$ cat src/rtl/dsa_pkg.sv
package dsa_pkg;

    localparam int UOP_W = 4;

    typedef logic [UOP_W-1:0] uop_t;

    typedef enum logic [2:0] {
        STALL_NONE  = 3'd0,
        STALL_SLOTS = 3'd1,
        STALL_GROUP = 3'd2,
        STALL_ROB   = 3'd3,
        STALL_REGS  = 3'd4,
        STALL_NEXT  = 3'd5
    } stall_e;

    typedef struct packed {
        uop_t uops;
        logic begin_grp;
        logic end_grp;
    } instr_t;

    typedef struct packed {
        logic valid;
        uop_t uops;
    } evt_t;

    typedef struct packed {
        logic rob;
        logic regs;
        logic nxt;
    } ready_t;

    // slots an instruction occupies in its first window
    function automatic uop_t slot_need(input uop_t uops, input uop_t width);
        return (uops < width) ? uops : width;
    endfunction

    // free slots left once a pending carry takes its share of a window
    function automatic uop_t refill_slots(input uop_t carry, input uop_t width);
        if (carry == '0)
            return width;
        return (carry >= width) ? uop_t'(0) : uop_t'(width - carry);
    endfunction

endpackage

$ cat src/rtl/dsa_refill.sv
module dsa_refill
    import dsa_pkg::*;
#(
    parameter int DISPATCH_W = 4
) (
    input  logic cyc_start,
    input  uop_t avail_q,
    input  uop_t carry_q,
    output uop_t eff_avail,
    output uop_t eff_carry,
    output evt_t carry_evt
);
    localparam uop_t WV = uop_t'(DISPATCH_W);

    always_comb begin
        eff_avail = avail_q;
        eff_carry = carry_q;
        carry_evt = '0;
        if (cyc_start) begin
            eff_avail = refill_slots(carry_q, WV);
            if (carry_q != '0) begin
                carry_evt.valid = 1'b1;
                carry_evt.uops  = WV - eff_avail;
                eff_carry       = carry_q - (WV - eff_avail);
            end
        end
    end
endmodule

$ cat src/rtl/dsa_admit.sv
module dsa_admit
    import dsa_pkg::*;
#(
    parameter int DISPATCH_W = 4
) (
    input  logic   in_valid,
    input  instr_t instr,
    input  ready_t rdy,
    input  uop_t   eff_avail,
    output logic   accept,
    output stall_e stall,
    output uop_t   need
);
    localparam uop_t WV = uop_t'(DISPATCH_W);

    logic slots_short;
    logic group_block;

    always_comb begin
        need        = slot_need(instr.uops, WV);
        slots_short = (eff_avail == '0) || (need > eff_avail);
        group_block = instr.begin_grp && (eff_avail != WV);

        stall = STALL_NONE;
        if (in_valid) begin
            if (slots_short)
                stall = STALL_SLOTS;
            else if (group_block)
                stall = STALL_GROUP;
            else if (!rdy.rob)
                stall = STALL_ROB;
            else if (!rdy.regs)
                stall = STALL_REGS;
            else if (!rdy.nxt)
                stall = STALL_NEXT;
        end
        accept = in_valid && (stall == STALL_NONE);
    end
endmodule

$ cat src/rtl/dsa_state.sv
module dsa_state
    import dsa_pkg::*;
#(
    parameter int DISPATCH_W = 4
) (
    input  logic   clk,
    input  logic   rst,
    input  logic   accept,
    input  instr_t instr,
    input  uop_t   need,
    input  uop_t   eff_avail,
    input  uop_t   eff_carry,
    output uop_t   avail_q,
    output uop_t   carry_q
);
    localparam uop_t WV = uop_t'(DISPATCH_W);

    uop_t avail_d;
    uop_t carry_d;

    always_comb begin
        avail_d = eff_avail;
        carry_d = eff_carry;
        if (accept) begin
            if (instr.uops > WV) begin
                avail_d = '0;
                carry_d = instr.uops - WV;
            end else begin
                avail_d = eff_avail - need;
            end
            if (instr.end_grp)
                avail_d = '0;
        end
    end

    always_ff @(posedge clk) begin
        if (rst) begin
            avail_q <= WV;
            carry_q <= '0;
        end else begin
            avail_q <= avail_d;
            carry_q <= carry_d;
        end
    end
endmodule

$ cat src/rtl/dispatch_slot_unit.sv
module dispatch_slot_unit
    import dsa_pkg::*;
#(
    parameter int DISPATCH_W = 4
) (
    input  logic             clk,
    input  logic             rst,
    input  logic             cyc_start,
    input  logic             in_valid,
    input  logic [UOP_W-1:0] in_uops,
    input  logic             in_begin_grp,
    input  logic             in_end_grp,
    input  logic             rob_ok,
    input  logic             regs_ok,
    input  logic             next_ok,
    output logic             accept,
    output logic [2:0]       stall_code,
    output logic             disp_evt_valid,
    output logic [UOP_W-1:0] disp_evt_uops,
    output logic             carry_evt_valid,
    output logic [UOP_W-1:0] carry_evt_uops
);
    generate
        if (DISPATCH_W < 1 || DISPATCH_W >= (1 << UOP_W)) begin : g_bad_width
            $error("dispatch_slot_unit: DISPATCH_W out of range");
        end
    endgenerate

    instr_t instr;
    ready_t rdy;
    uop_t   avail_q, carry_q;
    uop_t   eff_avail, eff_carry, need;
    evt_t   carry_evt;
    stall_e stall;

    assign instr = '{uops: in_uops, begin_grp: in_begin_grp, end_grp: in_end_grp};
    assign rdy   = '{rob: rob_ok, regs: regs_ok, nxt: next_ok};

    dsa_refill #(.DISPATCH_W(DISPATCH_W)) refill_i (
        .cyc_start (cyc_start),
        .avail_q   (avail_q),
        .carry_q   (carry_q),
        .eff_avail (eff_avail),
        .eff_carry (eff_carry),
        .carry_evt (carry_evt)
    );

    dsa_admit #(.DISPATCH_W(DISPATCH_W)) admit_i (
        .in_valid  (in_valid),
        .instr     (instr),
        .rdy       (rdy),
        .eff_avail (eff_avail),
        .accept    (accept),
        .stall     (stall),
        .need      (need)
    );

    dsa_state #(.DISPATCH_W(DISPATCH_W)) state_i (
        .clk       (clk),
        .rst       (rst),
        .accept    (accept),
        .instr     (instr),
        .need      (need),
        .eff_avail (eff_avail),
        .eff_carry (eff_carry),
        .avail_q   (avail_q),
        .carry_q   (carry_q)
    );

    assign stall_code      = stall;
    assign disp_evt_valid  = accept;
    assign disp_evt_uops   = accept ? need : '0;
    assign carry_evt_valid = carry_evt.valid;
    assign carry_evt_uops  = carry_evt.uops;
endmodule

$ cat config.mk
export PLATFORM = sky130hd
export DESIGN_NAME = dispatch_slot_unit
export DESIGN_NICKNAME = d
export VERILOG_FILES = /design/src/rtl/dsa_pkg.sv /design/src/rtl/dsa_refill.sv /design/src/rtl/dsa_admit.sv /design/src/rtl/dsa_state.sv /design/src/rtl/dispatch_slot_unit.sv
export SDC_FILE = /design/constraint.sdc
export NUM_CORES = 1
export LEC_CHECK = 0
export BUFFER_PORTS_ARGS = -buffer_cell sky130_fd_sc_hd__buf_2
export CORE_MARGIN = 5
export CORE_UTILIZATION = 35
export DETAILED_ROUTE_END_ITERATION = 7
export PLACE_DENSITY_LB_ADDON = 0.08
export SYNTH_ARGS = -nofsm -noshare
export SYNTH_HDL_FRONTEND = slang
export SYNTH_SLANG_ARGS = --single-unit
$ cat constraint.sdc
create_clock -name clk -period 3.85 [get_ports clk]
set_input_delay 0.5775 -clock clk [delete_from_list [all_inputs] [get_ports clk]]
set_output_delay 0.5775 -clock clk [all_outputs]
set_load 0.02 [all_outputs]
**Yosys cells after proc, flatten, opt, wreduce, memory -nomap -nowiden**

Index checks and enable logic that the tools add are counted.

- Bits in writable memories: 0
- Register bits after elaboration: 8
- Latch bits: 0
- Memory bits (read-only): 0
- Output and inout bits: 14
- Memories: 0

- Multiply operators: 0
- Bitwise logic cells: 0
- Reductions and logical operators: 7
- Magnitude comparators: 4
- Shift operators: 0
- Mux-type cells: 24
- $add $sub $neg: 5
- Div/mod/pow operators: 0
- Eq/ne operators: 1

Operators by type and width:

| cell | number |
|---|---|
| two-way mux 4 bit | 14 |
| two-way mux 3 bit | 6 |
| two-way mux 5 bit | 2 |
| logical NOT 4 bit | 2 |
| subtractor 3 x 4 -> 4 bit, first input constant | 2 |
| subtractor 4 bit | 2 |
| greater-or-equal comparator 4 x 3 -> 1 bit, second input constant | 1 |
| > comparator 4 x 3 -> 1 bit, second input constant | 1 |
| > comparator 4 bit | 1 |
| less-than comparator 4 x 3 -> 1 bit, second input constant | 1 |
| != test 4 x 3 -> 1 bit, second input constant | 1 |
| nonzero test 4 bit | 1 |
| subtractor 4 x 3 -> 4 bit, second input constant | 1 |
| logical NOT 3 bit | 1 |
| logical AND 1 bit | 2 |
| two-way mux 1 bit | 2 |
| logical OR 1 bit | 1 |

**Logic depth before layout (Yosys ltp)**

Gate-level depths: netlist of the first run.

- Depth in word-level cells: 14
- Depth in mapped cells: 12

**By module**

A second synthesis of the first run with hierarchy kept.

- Cells, all modules: 130
- Area, all modules: 1067.3 µm²

By module, submodules not included:

| module | times used | cells each | area an instance (µm²) | seq. area each (µm²) |
|---|---|---|---|---|
| dsa_state | 1 | 52 | 495.5 | 160.2 |
| dsa_refill | 1 | 39 | 292.8 | 0.0 |
| dsa_admit | 1 | 34 | 246.5 | 0.0 |
| dispatch_slot_unit | 1 | 5 | 32.5 | 0.0 |

**Worst setup path after synthesis of the first run**

Ideal clock, no wire load.

- Path type: reg2out
- From: register state_i.carry_q[0]
- To: output disp_evt_uops[2]
- Slack: 0.278 ns
- Buffers on the path: 0
- Required time: 3.273 ns
- Cell stages (with the launch flop): 12
- Data arrival time: 2.994 ns
- Cell sequence: dfxtp_1 inv_1 ha_1 nor3_2 a31oi_1 ha_1 inv_1 fa_1 a211oi_1 or4_4 a21oi_4 nor2b_1

- Cells in the longest elaborated chain, start to end: 14
- Elaborated cells on any way between the ends: 20
- Those cells by class: 1 x add/sub; 2 x order compare; 1 x eq/ne; 10 x mux; 6 x reduce/logical

Ends and longest elaborated chain:

| item | line | text |
|---|---|---|
| from (decl) | dsa_state.sv:14 | `output uop_t carry_q` |
| from (signal assigned) | dsa_state.sv:42 | `carry_q <= carry_d;` |
| branches (longest 3 deep; another with subtractor 3 x 4 -> 4 bit) | - |  |
| two-way mux 4 bit (*) | dsa_pkg.sv:42 | `return (carry >= width) ? uop_t'(0) : uop_t'(width - carry);` |
| two-way mux 4 bit (*) (2 in series) | dsa_refill.sv:19 | `if (cyc_start) begin` |
| branches (longest 3 deep; another with > comparator 4 bit) | - |  |
| two-way mux 3 bit (*) | dsa_admit.sv:26 | `if (slots_short)` |
| two-way mux 3 bit (*) | dsa_admit.sv:25 | `if (in_valid) begin` |
| logical NOT 3 bit (*) | dsa_admit.sv:37 | `accept = in_valid && (stall == STALL_NONE);` |
| logical AND 1 bit (*) | dsa_admit.sv:37 |  |
| named net accept | dispatch_slot_unit.sv:16 | `output logic accept,` |
| two-way mux 4 bit (*) | dispatch_slot_unit.sv:72 | `assign disp_evt_uops = accept ? need : '0;` |
| to (decl) | dispatch_slot_unit.sv:19 | `output logic [UOP_W-1:0] disp_evt_uops,` |

Mark *: on every way through the listed nets, which the timed path passes. The select of a mux whose other input is x is not followed.

**Final worst setup path of the first run**

- From: register state_i.carry_q[0]
- To: output disp_evt_uops[0]

- Cells in the longest elaborated chain, start to end: 14
- Elaborated cells on any way between the ends: 20
- Those cells by class: 1 x add/sub; 2 x order compare; 1 x eq/ne; 10 x mux; 6 x reduce/logical

Ends and longest elaborated chain:

| item | line |
|---|---|
| branches (longest 3 deep; another with subtractor 3 x 4 -> 4 bit) | - |
| two-way mux 4 bit (*) | dsa_pkg.sv:42 |
| two-way mux 4 bit (*) (2 in series) | dsa_refill.sv:19 |
| branches (longest 3 deep; another with > comparator 4 bit) | - |
| two-way mux 3 bit (*) | dsa_admit.sv:26 |
| two-way mux 3 bit (*) | dsa_admit.sv:25 |
| logical NOT 3 bit (*) | dsa_admit.sv:37 |
| logical AND 1 bit (*) | dsa_admit.sv:37 |
| two-way mux 4 bit (*) | dispatch_slot_unit.sv:72 |

Mark *: on every way between the ends. The select of a mux whose other input is x is not followed.

==> results of run 1 <==
-- critical path: cells and delay by family, from the launching register on --
| family | cells | cell delay, ps |
|---|---|---|
| AOI/OAI and AO/OA | 2 | 300 |
| buffers and inverters | 2 | 240 |
| and+or+nand+nor | 4 | 1350 |
| adders and majority gates | 2 | 560 |
| DFF | 1 | 360 |
-- cells by family after synthesis --
family | synth area share
compound gates | 0.277
xor+xnor | 0.0152
fa+ha+maj | 0.154
buf+inv | 0.0792
flops | 0.139
mux | 0.0684
other cells | 0.00325
simple gates | 0.264
-- power breakdown --
part / switching (mW) / internal, mW / leakage (nW)
logic: 0.224 / 0.191 / 0.566
clock network: 0.0291 / 0.0357 / 0.0138
registers: 0.0287 / 0.104 / 0.0660
-- final timing paths --
kind,from,end,depth (start not counted)
max reg2reg,state_i.carry_q[0]$_SDFF_PP0_,state_i.avail_q[3]$_SDFF_PP0_,12
min reg2reg,state_i.carry_q[3]$_SDFF_PP0_,state_i.carry_q[3]$_SDFF_PP0_,2
min,in_uops[0],state_i.carry_q[0]$_SDFF_PP0_,3
max,state_i.carry_q[0]$_SDFF_PP0_,disp_evt_uops[0],10
-- state kept, by name, indices dropped and copies added, names as in the netlist --
signal / count
state_i.carry_q: 4
state_i.avail_q: 4
-- layer usage --
| metal | vias to the layer above | track usage | part of all wire |
|---|---|---|---|
| met1 | 485 | 0.185 | 0.50 |
| met3 | 2 | 0.0183 | 0.059 |
| li1 | 558 | - | - |
| met4 | 0 | 0.0456 | 0.0049 |
| met2 | 32 | 0.217 | 0.44 |
| met5 | - | 0 | 0 |
-- cell usage after synthesis, types with 2 or more instances --
cell,instances,area share
a21o_2,2,0.015
a31oi_1,2,0.011
mux2_1,3,0.029
and2_1,3,0.016
mux2i_1,3,0.026
xnor2_1,2,0.015
o21ai_0,4,0.017
o21a_1,2,0.013
nor2b_1,4,0.022
and3_1,4,0.022
o2111ai_1,2,0.015
a21o_1,3,0.020
nand2b_1,3,0.016
nand3_1,3,0.013
a21oi_1,5,0.022
fa_1,2,0.035
inv_1,13,0.042
nand2_1,9,0.029
nor3_1,3,0.013
or2_2,3,0.016
nor2_1,7,0.023
ha_1,11,0.12
buf_4,2,0.013
and2b_2,2,0.015
nor4bb_1,2,0.017
dfxtp_1,8,0.14
-- through the flow --
| stage | worst slack (ps) | hold slack, ps | utilization | area (um2) |
|---|---|---|---|---|
| 2_1_floorplan | 278 | 616 | - | 1150 |
| 3_3_place_gp | 303 | 672 | 0.422 | 1310 |
| 3_5_place_dp | 243 | 670 | 0.422 | 1310 |
| 4_1_cts | 2.97 | 602 | 0.429 | 1330 |
| 5_1_grt | 13.0 | 621 | 0.450 | 1400 |
| 6_report | 211 | 604 | 0.450 | 1400 |
-- what timing repair did --
action / in CTS / in global routing
hold buffers: 0 / 0
setup buffers: 0 / 6
endpoints found under the setup margin: 0 / 6
gates resized for setup: 0 / 5
-- layout make-up --
type	instances	area share
clock buffer	3	0.0161
inverter	14	0.0386
multi-input combinational	110	0.657
sequential	8	0.117
tap	44	0.0395
timing repair buffer	33	0.133
==> flow_summary.toml, run 1 <==
[outcome]
status = "finished clean"

[worst_setup_path]
path_max_fanout = 8
reg2reg_slack_ps = 630
path_cells = "inv_1 -> ha_1 -> and4bb_1 -> or2_2 -> ha_4 -> a211oi_1 -> or4_4 -> a21oi_4 -> and3_1 -> buf_2"
startpoint_type = "register"
cp_slowest_stage_delay_ps = 570
critPathSlowestCell = "or4_4"
arrival_ps = 3060
critical_path_required_ps = 3270
cp-end-kind = "output port"
crit_type = "register to output port"

[sta]
max_slew_margin = 0.598
worst_pin_slew_ps = 602
setup_viol = 0
period_share = 0.945
fin_tns_setup_ps = 0
rsz0062_at_grt = "false"
max_clock_freq_ghz = 0.275
slew_viol_final = 0
finClkSkew_ps = 2.64
hold_violations = 0
min_period_ps = 3640

[routing]
drt-initial-drc-count = 35
ant_nets = 0
drc = 0
avgViaCountPerCell = 5.08
vias = 1077
wl_per_cell_um = 13.5
routed_wl_um = 2870
detail_route.first_pass.iterations = 4

[final_layout]
syn2layout_area_growth_pct = 21.1
final_cell_mix = "25 x buf_2, 13 x inv_1, 10 x ha_1"
layout-drive-gt1-share = 0.327
seqCellArea_um2 = 163
diodes = 0
fin_nets = 196
fillCellCount = 334
multi_input_area_um2 = 916
final_common_cell = "buf_2"
fin_cells = 212

[place]
placed_cells = 203
portBuffers = 25
routabilityCongestion = 0.826
place_hpwl_um = 2300

[clock_network]
cts_made_buffers = 3
cts_max_level = 1
clkTransAtPathRegs_ps = 60
clk_path_buf_depth = 2
cts.sinks = 8
insertion_delay_ps = 250
cts_tree = "built"
cts_root_buffer = "clkbuf_4"

[floorplanning]
die_area_um2 = 4540
start_util = 0.371
placementRows = 20
die_w_um = 67.4
fp.coreArea_um2 = 3100
ioPinCount = 27
fp.dieH_um = 67.4

[yosys]
syn_inst = 137
syn_nets = 163
ys.flop_type = "dfxtp_1"
ys_ff_latch = 8
synth.distinct_cells = 56
avgSynthCellArea_um2 = 8.41
synth_edf_count = 0
netlist_area_um2 = 1150
yosys_warnings = 0
async_flop_share = 0
seq_area_frac_synth = 0.139

[grt]
grt_max_degree = 14
antenna_found_initial = 0
track_usage = 0.135
globalRoute.totalOverflow = 0
grt_pass1_vias = 1038
grt_pass1_wl_um = 4720

[power_and_ir_drop]
power.density_nw_per_um2 = 439
irDropWorstVdd_mv = 0.107
total_power_mw = 0.613
p_leak_nw = 0.645

[hold_path]
hold_class = "input pin to register"

[job]
max_cap_violations = 0
No activity file was read; power rests on OpenSTA's default activity.
==> inputs of run 2 (changes only) <==
ABC_AREA = 1   (was not set)
==> run 2 against run 1 <==
  * Via count shrank 3.7%
  * Combinational power shrank 85%
  * Routed wire length shrank 19%
  * Synthesized cell count grew 21%
  * Global-route usage shrank 1.6 points
  * Register-to-register slack gained 630 ps
  * Final cell count grew 5.7%
  * Count of clock-buffer cells in the layout is the same
  * Total power shrank 66%
  * Largest power group is now registers
  * Non-clock buffer count shrank 8
  * Cell area shrank 12%
  * Core utilization shrank 3.7 points
  * Critical path type unchanged
==> flow_summary.toml, run 2 <==
[final_layout]
fin_cells = 224
reg_top3 = "state_i.avail_q: 4 flops, state_i.carry_q: 4 flops"
final_cell_mix = "44 x nand2_1, 25 x inv_1, 25 x buf_2"
syn2layout_area_growth_pct = 15.3
final_util = 0.412
final_common_cell = "nand2_1"
diodes = 0
fin_nets = 219
layout-drive-gt1-share = 0.246

[worst_setup_path]
arrival_ps = 2790
cp-end-kind = "output port"
crit_type = "register to output port"
critical_path_required_ps = 3270
startpoint_type = "register"
path_max_fanout = 13
reg2reg_slack_ps = 1260

[grt]
globalRoute.totalOverflow = 0
antenna_found_initial = 0
track_usage = 0.119
grt_max_degree = 14
grt_pass1_wl_um = 3970
grt_pass1_vias = 958

[yosys]
synth_top_area_share = 0.155
yosysTopAreaCell = "nand2_1"
synth_area_leaders = "nand2_1 16%, dfxtp_1 15%, ha_1 13%"
syn_inst = 166
netlist_area_um2 = 1060
ys.flop_type = "dfxtp_1"
ys_ff_latch = 8
syn_nets = 192
yosysMostFrequentCell = "nand2_1"
avgSynthCellArea_um2 = 6.41
async_flop_share = 0
synthTopCellsByCount = "44 x nand2_1, 25 x inv_1, 20 x nor2_1, 12 x nand3_1, 11 x ha_1"
seq_area_frac_synth = 0.150
yosys_warnings = 0
synth.distinct_cells = 29
synth_edf_count = 0

[sta]
worst_slack_ps = 483
max_clock_freq_ghz = 0.297
fin_tns_setup_ps = 0
min_period_ps = 3370
hold_violations = 0
finClkSkew_ps = 2.90
slew_viol_final = 0
rsz0062_at_grt = "false"
period_share = 0.875
setup_viol = 0

[floorplanning]
fp.dieH_um = 65.2
ioPinCount = 27
fp.coreArea_um2 = 2980
placementRows = 20
die_area_um2 = 4250
die_w_um = 65.2
start_util = 0.358

[clock_network]
clkTransAtPathRegs_ps = 50
cts_made_buffers = 3
hold_buffers = 0
insertion_delay_ps = 250
cts_resized = 0
cts_root_buffer = "clkbuf_4"
cts_tree = "built"
cts_setup_buffers = 0
cts_max_level = 1
clk_path_buf_depth = 2
cts.sinks = 8

[routing]
vias = 1037
routed_wl_um = 2320
drt-initial-drc-count = 30
detail_route.first_pass.iterations = 4
avgViaCountPerCell = 4.63
drc = 0
wl_per_cell_um = 10.4
ant_nets = 0

[place]
dp_worst_setup_slack_ps = 716
placed_cells = 221
portBuffers = 25
place_hpwl_um = 2120
routabilityCongestion = 0.807

[hold_path]
hold_class = "input pin to register"

[power_and_ir_drop]
power.internal_mw = 0.142
total_power_mw = 0.211
seq_power_share = 0.399
power.switching_mw = 0.0689
comb_power_share = 0.301
clkPwrFrac = 0.300
p_sw_frac = 0.327
power.density_nw_per_um2 = 172
p_leak_nw = 0.692
irDropWorstVdd_mv = 0.0645

[job]
max_cap_violations = 0

[outcome]
status = "finished clean"
## run 2: area by class of cell
cell class                      instances  area, um2
Multi-Input combinational cell        128        777
Inverter                               27        101
Tap cell                               33       41.3
Sequential cell                         8        160
Timing Repair Buffer                   25        125
Clock buffer                            3       22.5
Fill cell                             332       1750
## run 2: logic make-up after synthesis
logic type / count (synthesis) / synth area share
other cells: 1 / 0.00352
buf+inv: 30 / 0.120
xor+xnor: 1 / 0.00823
compound gates: 21 / 0.123
simple gates: 92 / 0.428
flops: 8 / 0.150
fa+ha+maj: 13 / 0.167
## run 2: worst max-delay path: stages (launching register included)
cell and delay [ps]:
dfxtp_1 390, inv_1 70, ha_1 230, nor2_1 150
nand3_1 110, nand2_1 110, inv_1 60, ha_1 190
inv_1 80, fa_1 200, nand3_1 80, nand2_1 140
nand3_4 130, nor2_8 170, nand2_4 130, nor2_1 120
buf_2 170
## run 2: through the flow
stage	hold WS, ps	area [um2]
after global routing	580	1230
after floorplan	564	1060
final	573	1230
after global placement	632	1200
after detailed placement	630	1200
after CTS	567	1230
## run 2: power by group through the flow
stage                     Sequential, mW  Clock, mW  Combinational [mW]
after floorplan                   0.0856          0              0.0449
after global placement            0.0857          0              0.0642
after detailed placement          0.0857          0              0.0643
after CTS                         0.0839     0.0653              0.0645
after global routing              0.0839     0.0740              0.0714
final                             0.0839     0.0632              0.0634
## run 2: worst paths after layout
| check | from | endpoint | cells past startpoint |
|---|---|---|---|
| worst max-delay path | state_i.carry_q[1]$_SDFF_PP0_ | disp_evt_uops[2] | 16 |
| worst min-delay path | rst | state_i.carry_q[0]$_SDFF_PP0_ | 2 |
| worst max register to register | state_i.carry_q[1]$_SDFF_PP0_ | state_i.avail_q[3]$_SDFF_PP0_ | 16 |
| worst min register to register | state_i.avail_q[3]$_SDFF_PP0_ | state_i.avail_q[3]$_SDFF_PP0_ | 4 |
## run 2: layer usage
layer  share of wire  GRT usage
met5               0          0
met4           0.022     0.0622
met3           0.055     0.0154
met2            0.46      0.194
met1            0.46      0.152
==> inputs of run 3 (changes only) <==
--- a/config.mk
+++ b/config.mk
@@ -6,5 +6,5 @@
 export NUM_CORES = 1
 export LEC_CHECK = 0
-export ABC_AREA = 1
+export ABC_AREA = 0
 export BUFFER_PORTS_ARGS = -buffer_cell sky130_fd_sc_hd__buf_2
 export CORE_MARGIN = 5
@@ -12,4 +12,5 @@
 export DETAILED_ROUTE_END_ITERATION = 7
 export PLACE_DENSITY_LB_ADDON = 0.08
+export RECOVER_POWER = 50
 export SYNTH_ARGS = -nofsm -noshare
 export SYNTH_HDL_FRONTEND = slang
==> constraint.sdc (replaced) <==
create_clock -name clk -period 3.85 [get_ports clk]
set_input_delay 0.1925 -clock clk [delete_from_list [all_inputs] [get_ports clk]]
set_output_delay 0.1925 -clock clk [all_outputs]
set_load 0.02 [all_outputs]
==> run 3 against run 2 <==
  * First-iteration DRC count rose by 93%
  * Final cell count fell by 8.5%
  * Non-clock buffer count rose by 1
  * Sequential power rose by 57%
  * Die area rose by 6.9%
  * Sequential cell count did not move
  * Hold slack got worse by 340 ps
  * Core utilization rose by 0.84 points
  * Critical endpoint is now state_i.carry_q[2]$_SDFF_PP0_
  * Global-route usage rose by 2.9 points
  * Count of clock-buffer cells in the layout did not move
  * Largest power group is now combinational cells
==> flow_summary.toml, run 3 (same netlist as run 1, synthesis figures left out) <==
[place]
routabilityCongestion = 0.829
place_hpwl_um = 2450
portBuffers = 25

[clock_network]
cts_made_buffers = 3
cts_setup_buffers = 0
hold_buffers = 0
cts_tree = "built"
cts_resized = 0
insertion_delay_ps = 260
cts_max_level = 1
clkTransAtPathRegs_ps = 50
cts_root_buffer = "clkbuf_4"
cts.sinks = 8
clk_path_buf_depth = 2

[final_layout]
final_cell_mix = "19 x buf_2, 13 x inv_1, 11 x ha_1"
fin_nets = 189
reg_top3 = "state_i.avail_q: 4 flops, state_i.carry_q: 4 flops"
syn2layout_area_growth_pct = 13.2
diodes = 0
fillCellCount = 332
layout-drive-gt1-share = 0.230
final_common_cell = "buf_2"

[worst_setup_path]
r2r_cells = 12
critPathCapture = "state_i.carry_q[2]$_SDFF_PP0_"
cp_slowest_stage_delay_ps = 640
arrival_ps = 3690
crit_family = "compound AO/OA/AOI/OAI gates"
crit_type = "register to register"
critical_path_required_ps = 3990
startpoint_type = "register"
critPathSlowestCell = "a211oi_1"
path_cells = "inv_1 -> ha_1 -> nor3_2 -> buf_4 -> a31oi_1 -> ha_1 -> inv_1 -> fa_1 -> a211oi_1 -> or4_4 -> a211oi_1 -> mux2_4"
cp-end-kind = "register"
path_buf_inv = 3
reg2reg_from = "state_i.carry_q[0]$_SDFF_PP0_"
cp-startpoint = "state_i.carry_q[0]$_SDFF_PP0_"
r2r-end = "state_i.carry_q[2]$_SDFF_PP0_"
path_max_fanout = 6
cp.depth = 12
reg2reg_slack_ps = 300

[grt]
antenna_found_initial = 0
grt_max_degree = 14
globalRoute.totalOverflow = 0
grt_pass1_wl_um = 5110
track_usage = 0.148
grt_pass1_vias = 1120

[sta]
worst_pin_slew_ps = 775
hold_violations = 0
max_slew_margin = 0.480
min_period_ps = 3550
fin_tns_setup_ps = 0
period_share = 0.921
slew_viol_final = 0
holdWs_ps = 234
max_clock_freq_ghz = 0.282
finClkSkew_ps = 10.0
rsz0062_at_grt = "false"
setup_viol = 0

[floorplanning]
fp.coreArea_um2 = 3100
fp.dieH_um = 67.4
ioPinCount = 27
die_w_um = 67.4
start_util = 0.371
placementRows = 20
die_area_um2 = 4540

[outcome]
status = "finished clean"

[routing]
wl_per_cell_um = 14.4
routed_wl_um = 2960
ant_nets = 0
drt-initial-drc-count = 58
avgViaCountPerCell = 5.26
drc = 0
vias = 1078
detail_route.first_pass.iterations = 4

[hold_path]
hold_class = "input pin to register"

[power_and_ir_drop]
power.density_nw_per_um2 = 459
p_leak_nw = 0.580
irDropWorstVdd_mv = 0.121

[job]
max_cap_violations = 0
[run 3: cell types whose count changed in the layout (fill, tap and decap cells not counted), moves of 4 or more]
cell      change
nand3_1       -9
clkbuf_1      +6
nor2b_1       +4
nand2_1      -35
and3_1        +4
inv_1        -12
buf_2         -6
nor2_1       -13
nand2_4       -5
[run 3: cell type report]
cell class,count,area (um2),share of cell area
Timing Repair Buffer,26,125,0.0959
Inverter,14,53.8,0.0412
Tap cell,44,55.1,0.0422
Multi-Input combinational cell,110,888,0.681
Sequential cell,8,160,0.123
Clock buffer,3,22.5,0.0173
[run 3: routing by layer]
metal	global-route usage	routed length, um	vias to the layer above
met1	0.192	1420	503
met2	0.249	1380	24
met4	0.0456	15	0
met5	0	0	-
met3	0.0250	141	2
li1	-	-	549
[run 3: worst min path at each step]
stage	startpoint	cells after the start	endpoint	slack [ps]
after floorplan	in_uops[0]	2	state_i.carry_q[0]$_SDFF_PP0_	330
after global placement	in_uops[0]	3	state_i.carry_q[0]$_SDFF_PP0_	480
after detailed placement	in_uops[0]	3	state_i.carry_q[0]$_SDFF_PP0_	490
after CTS	in_uops[0]	3	state_i.carry_q[0]$_SDFF_PP0_	230
after global routing	in_uops[0]	3	state_i.carry_q[0]$_SDFF_PP0_	260
final	in_uops[0]	3	state_i.carry_q[0]$_SDFF_PP0_	230
[run 3: report_power, final]
part	leakage [nW]	internal (mW)	switching, mW
logic	0.501	0.177	0.224
registers	0.0652	0.103	0.0290
clock network	0.0138	0.0358	0.0297
total	0.580	0.316	0.283
[run 3: metrics by stage]
step	std cells	power, mW	area (um2)	worst slack [ps]	util
after floorplan	137	0.441	1150	663	-
after global placement	202	0.536	1300	622	0.420
after detailed placement	202	0.536	1300	591	0.420
after CTS	205	0.604	1330	294	0.427
after global routing	205	0.659	1310	74.2	0.421
final	205	0.599	1310	302	0.421
[run 3: worst reg2reg max path: stages, from the launching register on]
cell and delay, ps:
dfxtp_1 410, inv_1 100, ha_1 260, nor3_2 180, buf_4 170, a31oi_1 130
ha_1 250, inv_1 70, fa_1 240, a211oi_1 100, or4_4 560, a211oi_1 640
mux2_4 350
